--- config.mk ---
export PLATFORM = sky130hd
export DESIGN_NAME = exc_entry_ctrl
export DESIGN_NICKNAME = d
export VERILOG_FILES = /design/src/rtl/exc_entry_pkg.sv /design/src/rtl/exc_vec_sel.sv /design/src/rtl/exc_dbg_gate.sv /design/src/rtl/exc_lvl_bank.sv /design/src/rtl/exc_entry_ctrl.sv
export SDC_FILE = /design/constraint.sdc
export NUM_CORES = 1
export LEC_CHECK = 0
export ABC_AREA = 1
export BUFFER_PORTS_ARGS = -buffer_cell sky130_fd_sc_hd__clkbuf_2
export CAP_MARGIN = 20
export CORE_AREA = 4 4 126 128
export DETAILED_ROUTE_END_ITERATION = 8
export DIE_AREA = 0 0 130 132
export GPL_ROUTABILITY_DRIVEN = 1
export HOLD_SLACK_MARGIN = 0.02
export PLACE_DENSITY = 0.86
export RECOVER_POWER = 50
export SETUP_SLACK_MARGIN = 0.3
export SLEW_MARGIN = 5
export SYNTH_ARGS = -nofsm -noshare
export SYNTH_HDL_FRONTEND = slang
export SYNTH_SLANG_ARGS = --single-unit
--- constraint.sdc ---
create_clock -name clk -period 1 [get_ports clk]
set_input_delay 0 -clock clk [delete_from_list [all_inputs] [get_ports clk]]
set_output_delay 0 -clock clk [all_outputs]
set_load 0.1 [all_outputs]
--- src/rtl/exc_entry_pkg.sv ---
package exc_entry_pkg;

    localparam int PS_ILVL_W = 4;
    localparam int PS_W      = PS_ILVL_W + 2;

    typedef enum logic [1:0] {
        VEC_KERNEL = 2'd0,
        VEC_USER   = 2'd1,
        VEC_DOUBLE = 2'd2,
        VEC_DEBUG  = 2'd3
    } exc_vec_e;

    // bit 0 exception-mode, bit 1 user-mode, upper bits interrupt level
    typedef struct packed {
        logic [PS_ILVL_W-1:0] intlevel;
        logic                 um;
        logic                 excm;
    } ps_t;

endpackage

--- src/rtl/exc_vec_sel.sv ---
module exc_vec_sel
    import exc_entry_pkg::*;
#(
    parameter bit HAS_DEPC = 1'b1
) (
    input  logic     ps_excm,
    input  logic     ps_um,
    output exc_vec_e vec,
    output logic     save_to_depc
);

    always_comb begin
        if (ps_excm) begin
            vec = VEC_DOUBLE;
        end else if (ps_um) begin
            vec = VEC_USER;
        end else begin
            vec = VEC_KERNEL;
        end
        save_to_depc = ps_excm && HAS_DEPC;
    end

endmodule

--- src/rtl/exc_dbg_gate.sv ---
module exc_dbg_gate
    import exc_entry_pkg::*;
#(
    parameter int DBG_LEVEL = 4
) (
    input  logic                 dbg_req,
    input  logic                 exc_req,
    input  logic [PS_ILVL_W-1:0] cur_level,
    output logic                 dbg_take
);

    localparam logic [PS_ILVL_W-1:0] DBG_LVL_V = PS_ILVL_W'(DBG_LEVEL);

    always_comb begin
        dbg_take = dbg_req && !exc_req && (cur_level < DBG_LVL_V);
    end

endmodule

--- src/rtl/exc_lvl_bank.sv ---
module exc_lvl_bank
    import exc_entry_pkg::*;
#(
    parameter int XLEN      = 32,
    parameter int DBG_LEVEL = 4
) (
    input  logic                      clk,
    input  logic                      rst_n,
    input  logic                      wr_en,
    input  logic [PS_ILVL_W-1:0]      wr_lvl,
    input  logic [XLEN-1:0]           wr_pc,
    input  ps_t                       wr_ps,
    output logic [(DBG_LEVEL-1)*XLEN-1:0] epc_flat,
    output logic [(DBG_LEVEL-1)*PS_W-1:0] eps_flat
);

    localparam int NLVL   = DBG_LEVEL - 1;
    localparam int LVL_LO = 2;

    for (genvar g = 0; g < NLVL; g++) begin : g_lvl
        localparam logic [PS_ILVL_W-1:0] MY_LVL = PS_ILVL_W'(g + LVL_LO);
        logic [XLEN-1:0] epc_d, epc_q;
        ps_t             eps_d, eps_q;

        always_comb begin
            epc_d = epc_q;
            eps_d = eps_q;
            if (wr_en && (wr_lvl == MY_LVL)) begin
                epc_d = wr_pc;
                eps_d = wr_ps;
            end
        end

        always_ff @(posedge clk) begin
            if (!rst_n) begin
                epc_q <= '0;
                eps_q <= '0;
            end else begin
                epc_q <= epc_d;
                eps_q <= eps_d;
            end
        end

        assign epc_flat[g*XLEN +: XLEN] = epc_q;
        assign eps_flat[g*PS_W +: PS_W] = eps_q;
    end

endmodule

--- src/rtl/exc_entry_ctrl.sv ---
module exc_entry_ctrl
    import exc_entry_pkg::*;
#(
    parameter int XLEN      = 32,
    parameter int CAUSE_W   = 6,
    parameter int DCAUSE_W  = 4,
    parameter int DBG_LEVEL = 4,
    parameter bit HAS_DEPC  = 1'b1
) (
    input  logic                          clk,
    input  logic                          rst_n,
    input  logic                          exc_req,
    input  logic [XLEN-1:0]               exc_pc,
    input  logic [CAUSE_W-1:0]            exc_cause,
    input  logic                          exc_has_vaddr,
    input  logic [XLEN-1:0]               exc_vaddr,
    input  logic                          dbg_req,
    input  logic [DCAUSE_W-1:0]           dbg_cause,
    input  logic                          ps_wr_en,
    input  logic                          ps_wr_excm,
    input  logic                          ps_wr_um,
    input  logic [PS_ILVL_W-1:0]          ps_wr_intlevel,
    output logic                          redirect_valid,
    output logic [1:0]                    redirect_vec,
    output logic                          ps_excm_o,
    output logic                          ps_um_o,
    output logic [PS_ILVL_W-1:0]          ps_intlevel_o,
    output logic [XLEN-1:0]               epc1_o,
    output logic [XLEN-1:0]               depc_o,
    output logic [CAUSE_W-1:0]            exccause_o,
    output logic [XLEN-1:0]               excvaddr_o,
    output logic [DCAUSE_W-1:0]           debugcause_o,
    output logic [(DBG_LEVEL-1)*XLEN-1:0] epc_bank_o,
    output logic [(DBG_LEVEL-1)*PS_W-1:0] eps_bank_o
);

    localparam logic [PS_ILVL_W-1:0] DBG_LVL_V = PS_ILVL_W'(DBG_LEVEL);

    typedef struct packed {
        ps_t                 ps;
        logic [XLEN-1:0]     epc1;
        logic [XLEN-1:0]     depc;
        logic [XLEN-1:0]     excvaddr;
        logic [CAUSE_W-1:0]  exccause;
        logic [DCAUSE_W-1:0] debugcause;
        logic                redir_v;
        exc_vec_e            redir_vec;
    } state_t;

    state_t   st_d, st_q;
    exc_vec_e gen_vec;
    logic     save_to_depc;
    logic     dbg_take;

    exc_vec_sel #(.HAS_DEPC(HAS_DEPC)) u_vec_sel (
        .ps_excm      (st_q.ps.excm),
        .ps_um        (st_q.ps.um),
        .vec          (gen_vec),
        .save_to_depc (save_to_depc)
    );

    exc_dbg_gate #(.DBG_LEVEL(DBG_LEVEL)) u_dbg_gate (
        .dbg_req   (dbg_req),
        .exc_req   (exc_req),
        .cur_level (st_q.ps.intlevel),
        .dbg_take  (dbg_take)
    );

    exc_lvl_bank #(.XLEN(XLEN), .DBG_LEVEL(DBG_LEVEL)) u_bank (
        .clk      (clk),
        .rst_n    (rst_n),
        .wr_en    (dbg_take),
        .wr_lvl   (DBG_LVL_V),
        .wr_pc    (exc_pc),
        .wr_ps    (st_q.ps),
        .epc_flat (epc_bank_o),
        .eps_flat (eps_bank_o)
    );

    always_comb begin
        st_d         = st_q;
        st_d.redir_v = 1'b0;
        if (exc_req) begin
            if (exc_has_vaddr) begin
                st_d.excvaddr = exc_vaddr;
            end
            if (save_to_depc) begin
                st_d.depc = exc_pc;
            end else begin
                st_d.epc1 = exc_pc;
            end
            st_d.exccause  = exc_cause;
            st_d.ps.excm   = 1'b1;
            st_d.redir_v   = 1'b1;
            st_d.redir_vec = gen_vec;
        end else if (dbg_take) begin
            st_d.debugcause  = dbg_cause;
            st_d.ps.intlevel = DBG_LVL_V;
            st_d.ps.excm     = 1'b1;
            st_d.redir_v     = 1'b1;
            st_d.redir_vec   = VEC_DEBUG;
        end else if (ps_wr_en) begin
            st_d.ps.excm     = ps_wr_excm;
            st_d.ps.um       = ps_wr_um;
            st_d.ps.intlevel = ps_wr_intlevel;
        end
    end

    always_ff @(posedge clk) begin
        if (!rst_n) begin
            st_q <= '0;
        end else begin
            st_q <= st_d;
        end
    end

    assign redirect_valid = st_q.redir_v;
    assign redirect_vec   = st_q.redir_vec;
    assign ps_excm_o      = st_q.ps.excm;
    assign ps_um_o        = st_q.ps.um;
    assign ps_intlevel_o  = st_q.ps.intlevel;
    assign epc1_o         = st_q.epc1;
    assign depc_o         = st_q.depc;
    assign exccause_o     = st_q.exccause;
    assign excvaddr_o     = st_q.excvaddr;
    assign debugcause_o   = st_q.debugcause;

endmodule

==> impl_metrics.toml <==
[power]
comb_power_share_pct = 39.9
power.leakage_uw = 0.00541
p_sw_share_pct = 41.3
power_frac_seq_pct = 31.4
p_clk_share_pct = 28.7
total_power_uw = 22400
p_per_area_nw_per_um2 = 1790
p_switching_uw = 9260
internal_power_uw = 13200
irDropWorstVdd_mv = 1.30

[cells_and_area]
n_fill_cell = 686
synthToLayoutAreaGrowth_pct = 109
multi_input_area_um2 = 2960
fin_nets = 1226
drive_above_1_share_pct = 54.7
utilization_pct = 84.4
seq_area_um2 = 3380
final_common_cell = "nor2_1"
most-common-layout-cells = "nor2_1, buf_12, dlygate4sd3_1, clkbuf_2, conb_1"

[synthesis]
synthXorXnorAreaFrac_pct = 0
synth_top_cell_by_area = "dfxtp_1"
synth_top_area_share_pct = 51.1
synthSimpleGateAreaFrac_pct = 20.8
synth_fa_ha_area_share_pct = 0
ys_seq_area_share_pct = 51.1
synth_area_um2 = 6000
muxShareOfSynthArea_pct = 0
synth_top_family_by_area = "simple AND/OR/NAND/NOR gates"
synthCells = 748
yosys.cell_types.count = 22
yosysWarningCount = 0
synth.avg_cell_area_um2 = 8.02
ys_top_cells_by_area = "dfxtp_1, nor2_1, o21ai_0"
synth_compound_area_share_pct = 12.7
ys_seq_elements = 153

[clock_tree]
cts_made_buffers = 17
clockRootBuffer = "clkbuf_16"
path_clk_slew_ns = 0.06
clock_latency_ns = 0.41
clock_path_buffers = 2
cts_num_sinks = 153
cts_htree_levels = 4
cts_tree = "done"

[critical_path]
regToRegSetupSlack_ns = -0.19
worstSetupPathType = "flop to flop"
r2r_start = "ps_intlevel_o[3]$_SDFFE_PN0P_"
worstReg2RegEnd = "u_bank.g_lvl[2].epc_q[24]$_SDFFE_PN0P_"
critPathCaptureType = "flop"
critPathLaunch = "ps_intlevel_o[3]$_SDFFE_PN0P_"
cp.required_ns = 1.33
cp-start-kind = "flop"
reg2reg_depth = 6
cp_max_fo = 13
critPathArrivalTime_ns = 1.52

[detailed_routing]
routedWlPerCell_um = 21.9
drt_iter0_markers = 432
postRouteAntennaNets = 0
first_pass_iters = 5
via_per_inst = 5.18
routed_wl_mm = 29.4
drc = 0
vias = 6953

[die]
core_um2 = 14900
die_area_um2 = 17200
num_rows = 45
fp.dieH_um = 132
initial_core_util_pct = 40.3
fp.dieW_um = 130
io_pins = 315

[worst_hold_path]
min-delay-start = "rst_n"
holdPathStages = 4
worstHoldPathType = "primary input to flop"
holdPathEnd = "exccause_o[4]$_SDFFE_PN0P_"

[grt]
grt_util_met1_pct = 30.5
grt_pass1_vias = 7013
grt_max_degree = 74
top_usage_layer = "met2"
use_met3_pct = 6.97
overflow = 0
antenna_found_initial = 1
grtUsageMet2_pct = 53.5
grt_use_total_pct = 29.8
grt_first_pass_wirelength_mm = 39.2

[timing]
fin_skew_ns = 0.00651
drv_slew = 0
fmax_mhz = 839
rsz0062_at_grt = "true"
period_share_pct = 119
setup_slack_ns = -0.192
finalSetupViolCount = 128
hold_viol_final = 0
min_period_ns = 1.19

[placement]
io_buffers = 238
hpwlAfterDp_mm = 14.9
dp_slack_ns = -0.105
place.gp.congestion = 0.826

[run]
cap_violations = 0

[status]
violations = "negative setup slack"
outcome = "finished, violations left"
state kept, by name, indices dropped and copies added (netlist names):
name / count
ps_um_o: 1
excvaddr_o: 32
epc1_o: 32
u_bank.eps_flat: 6
exccause_o: 6
depc_o: 32
debugcause_o: 4
redirect_vec: 2
u_bank.g_lvl.epc_q: 32
redirect_valid: 1
ps_excm_o: 1
ps_intlevel_o: 4
worst max path at each step:
| stage | to |
|---|---|
| global placement | u_bank.g_lvl[2].epc_q[6]$_SDFFE_PN0P_ |
| global route | u_bank.g_lvl[2].epc_q[28]$_SDFFE_PN0P_ |
| floorplan | u_bank.eps_flat[13]$_SDFFE_PN0P_ |
| finish | u_bank.g_lvl[2].epc_q[24]$_SDFFE_PN0P_ |
| detailed placement | u_bank.g_lvl[2].epc_q[21]$_SDFFE_PN0P_ |
| CTS | u_bank.eps_flat[14]$_SDFFE_PN0P_ |
power by group through the flow:
stage / logic (uW) / registers [uW] / clock network (uW)
after detailed placement: 7720 / 7190 / 0
final: 8940 / 7040 / 6440
after global placement: 7620 / 7160 / 0
after CTS: 8450 / 7060 / 6490
after floorplan: 2420 / 10100 / 0
after global routing: 9160 / 7080 / 6760
cells in the mapped netlist:
| cell | n |
|---|---|
| a21oi_1 | 6 |
| a31oi_1 | 2 |
| buf_2 | 3 |
| buf_4 | 76 |
| buf_6 | 19 |
| clkbuf_1 | 23 |
| conb_1 | 1 |
| dfxtp_1 | 153 |
| inv_1 | 8 |
| inv_4 | 1 |
| nand2_1 | 9 |
| nand2_2 | 1 |
| nand2_4 | 2 |
| nand2_8 | 1 |
| nand3_1 | 5 |
| nand3b_1 | 2 |
| nor2_1 | 289 |
| nor2_2 | 1 |
| nor2_4 | 1 |
| nor2_8 | 1 |
| o21ai_0 | 124 |
| o21ai_1 | 20 |
area by class of cell:
cell class | count | area share (%)
repair buffers | 415 | 41.5
flip-flops and latches | 153 | 27.0
multi-input cells | 540 | 23.6
clock buffers | 22 | 4.04
well taps | 188 | 1.88
clock inverters | 10 | 0.698
inverters | 9 | 0.668
repair inverters | 4 | 0.539
diodes | 1 | 0.0200
per-stage QoR:
stage | cell area, um2 | TNS (ns) | cells | hold WS (ns)
floorplan | 6650 | -12.62 | 823 | 0.134
CTS | 12100 | -8.35 | 1306 | 0.00306
detailed placement | 9860 | -3.67 | 1160 | 0.235
finish | 12500 | -12.01 | 1342 | 0.0633
global placement | 9860 | -1.56 | 1160 | 0.221
global route | 12500 | -17.62 | 1342 | 0.0461
worst max-delay path: stages, from the launching register on:
cell and delay (ns):
dfxtp_4 0.35, nor2_4 0.16, nand2_8 0.12, inv_8 0.11, buf_16 0.15, nor2_1 0.08, nor2_1 0.13
per-layer routing:
metal,wire length (um),part of all wire [%],vias to the layer above
li1,-,-,3033
met5,0,0,-
met3,2080,7.1,140
met1,9470,32,3365
met4,2120,7.2,0
met2,15700,53,415
timing repair:
| action | 4_1_cts | 5_1_grt |
|---|---|---|
| setup endpoints to repair | 268 | 276 |
| endpoints found under the hold margin | 144 | 0 |
| gates resized for setup | 146 | 139 |
| pin swaps | 12 | 24 |
| buffers inserted | 25 | 29 |
| cloned | 6 | 6 |
| hold buffers | 83 | 0 |
logic make-up (layout without fill, tap and decap cells):
family,Yosys count,in the layout
other,1,77
flip-flops,153,153
AND/OR/NAND/NOR,312,312
AO/OA/AOI/OAI,152,152
buffers and inverters,130,460
No activity file was read; power rests on OpenSTA's default activity.
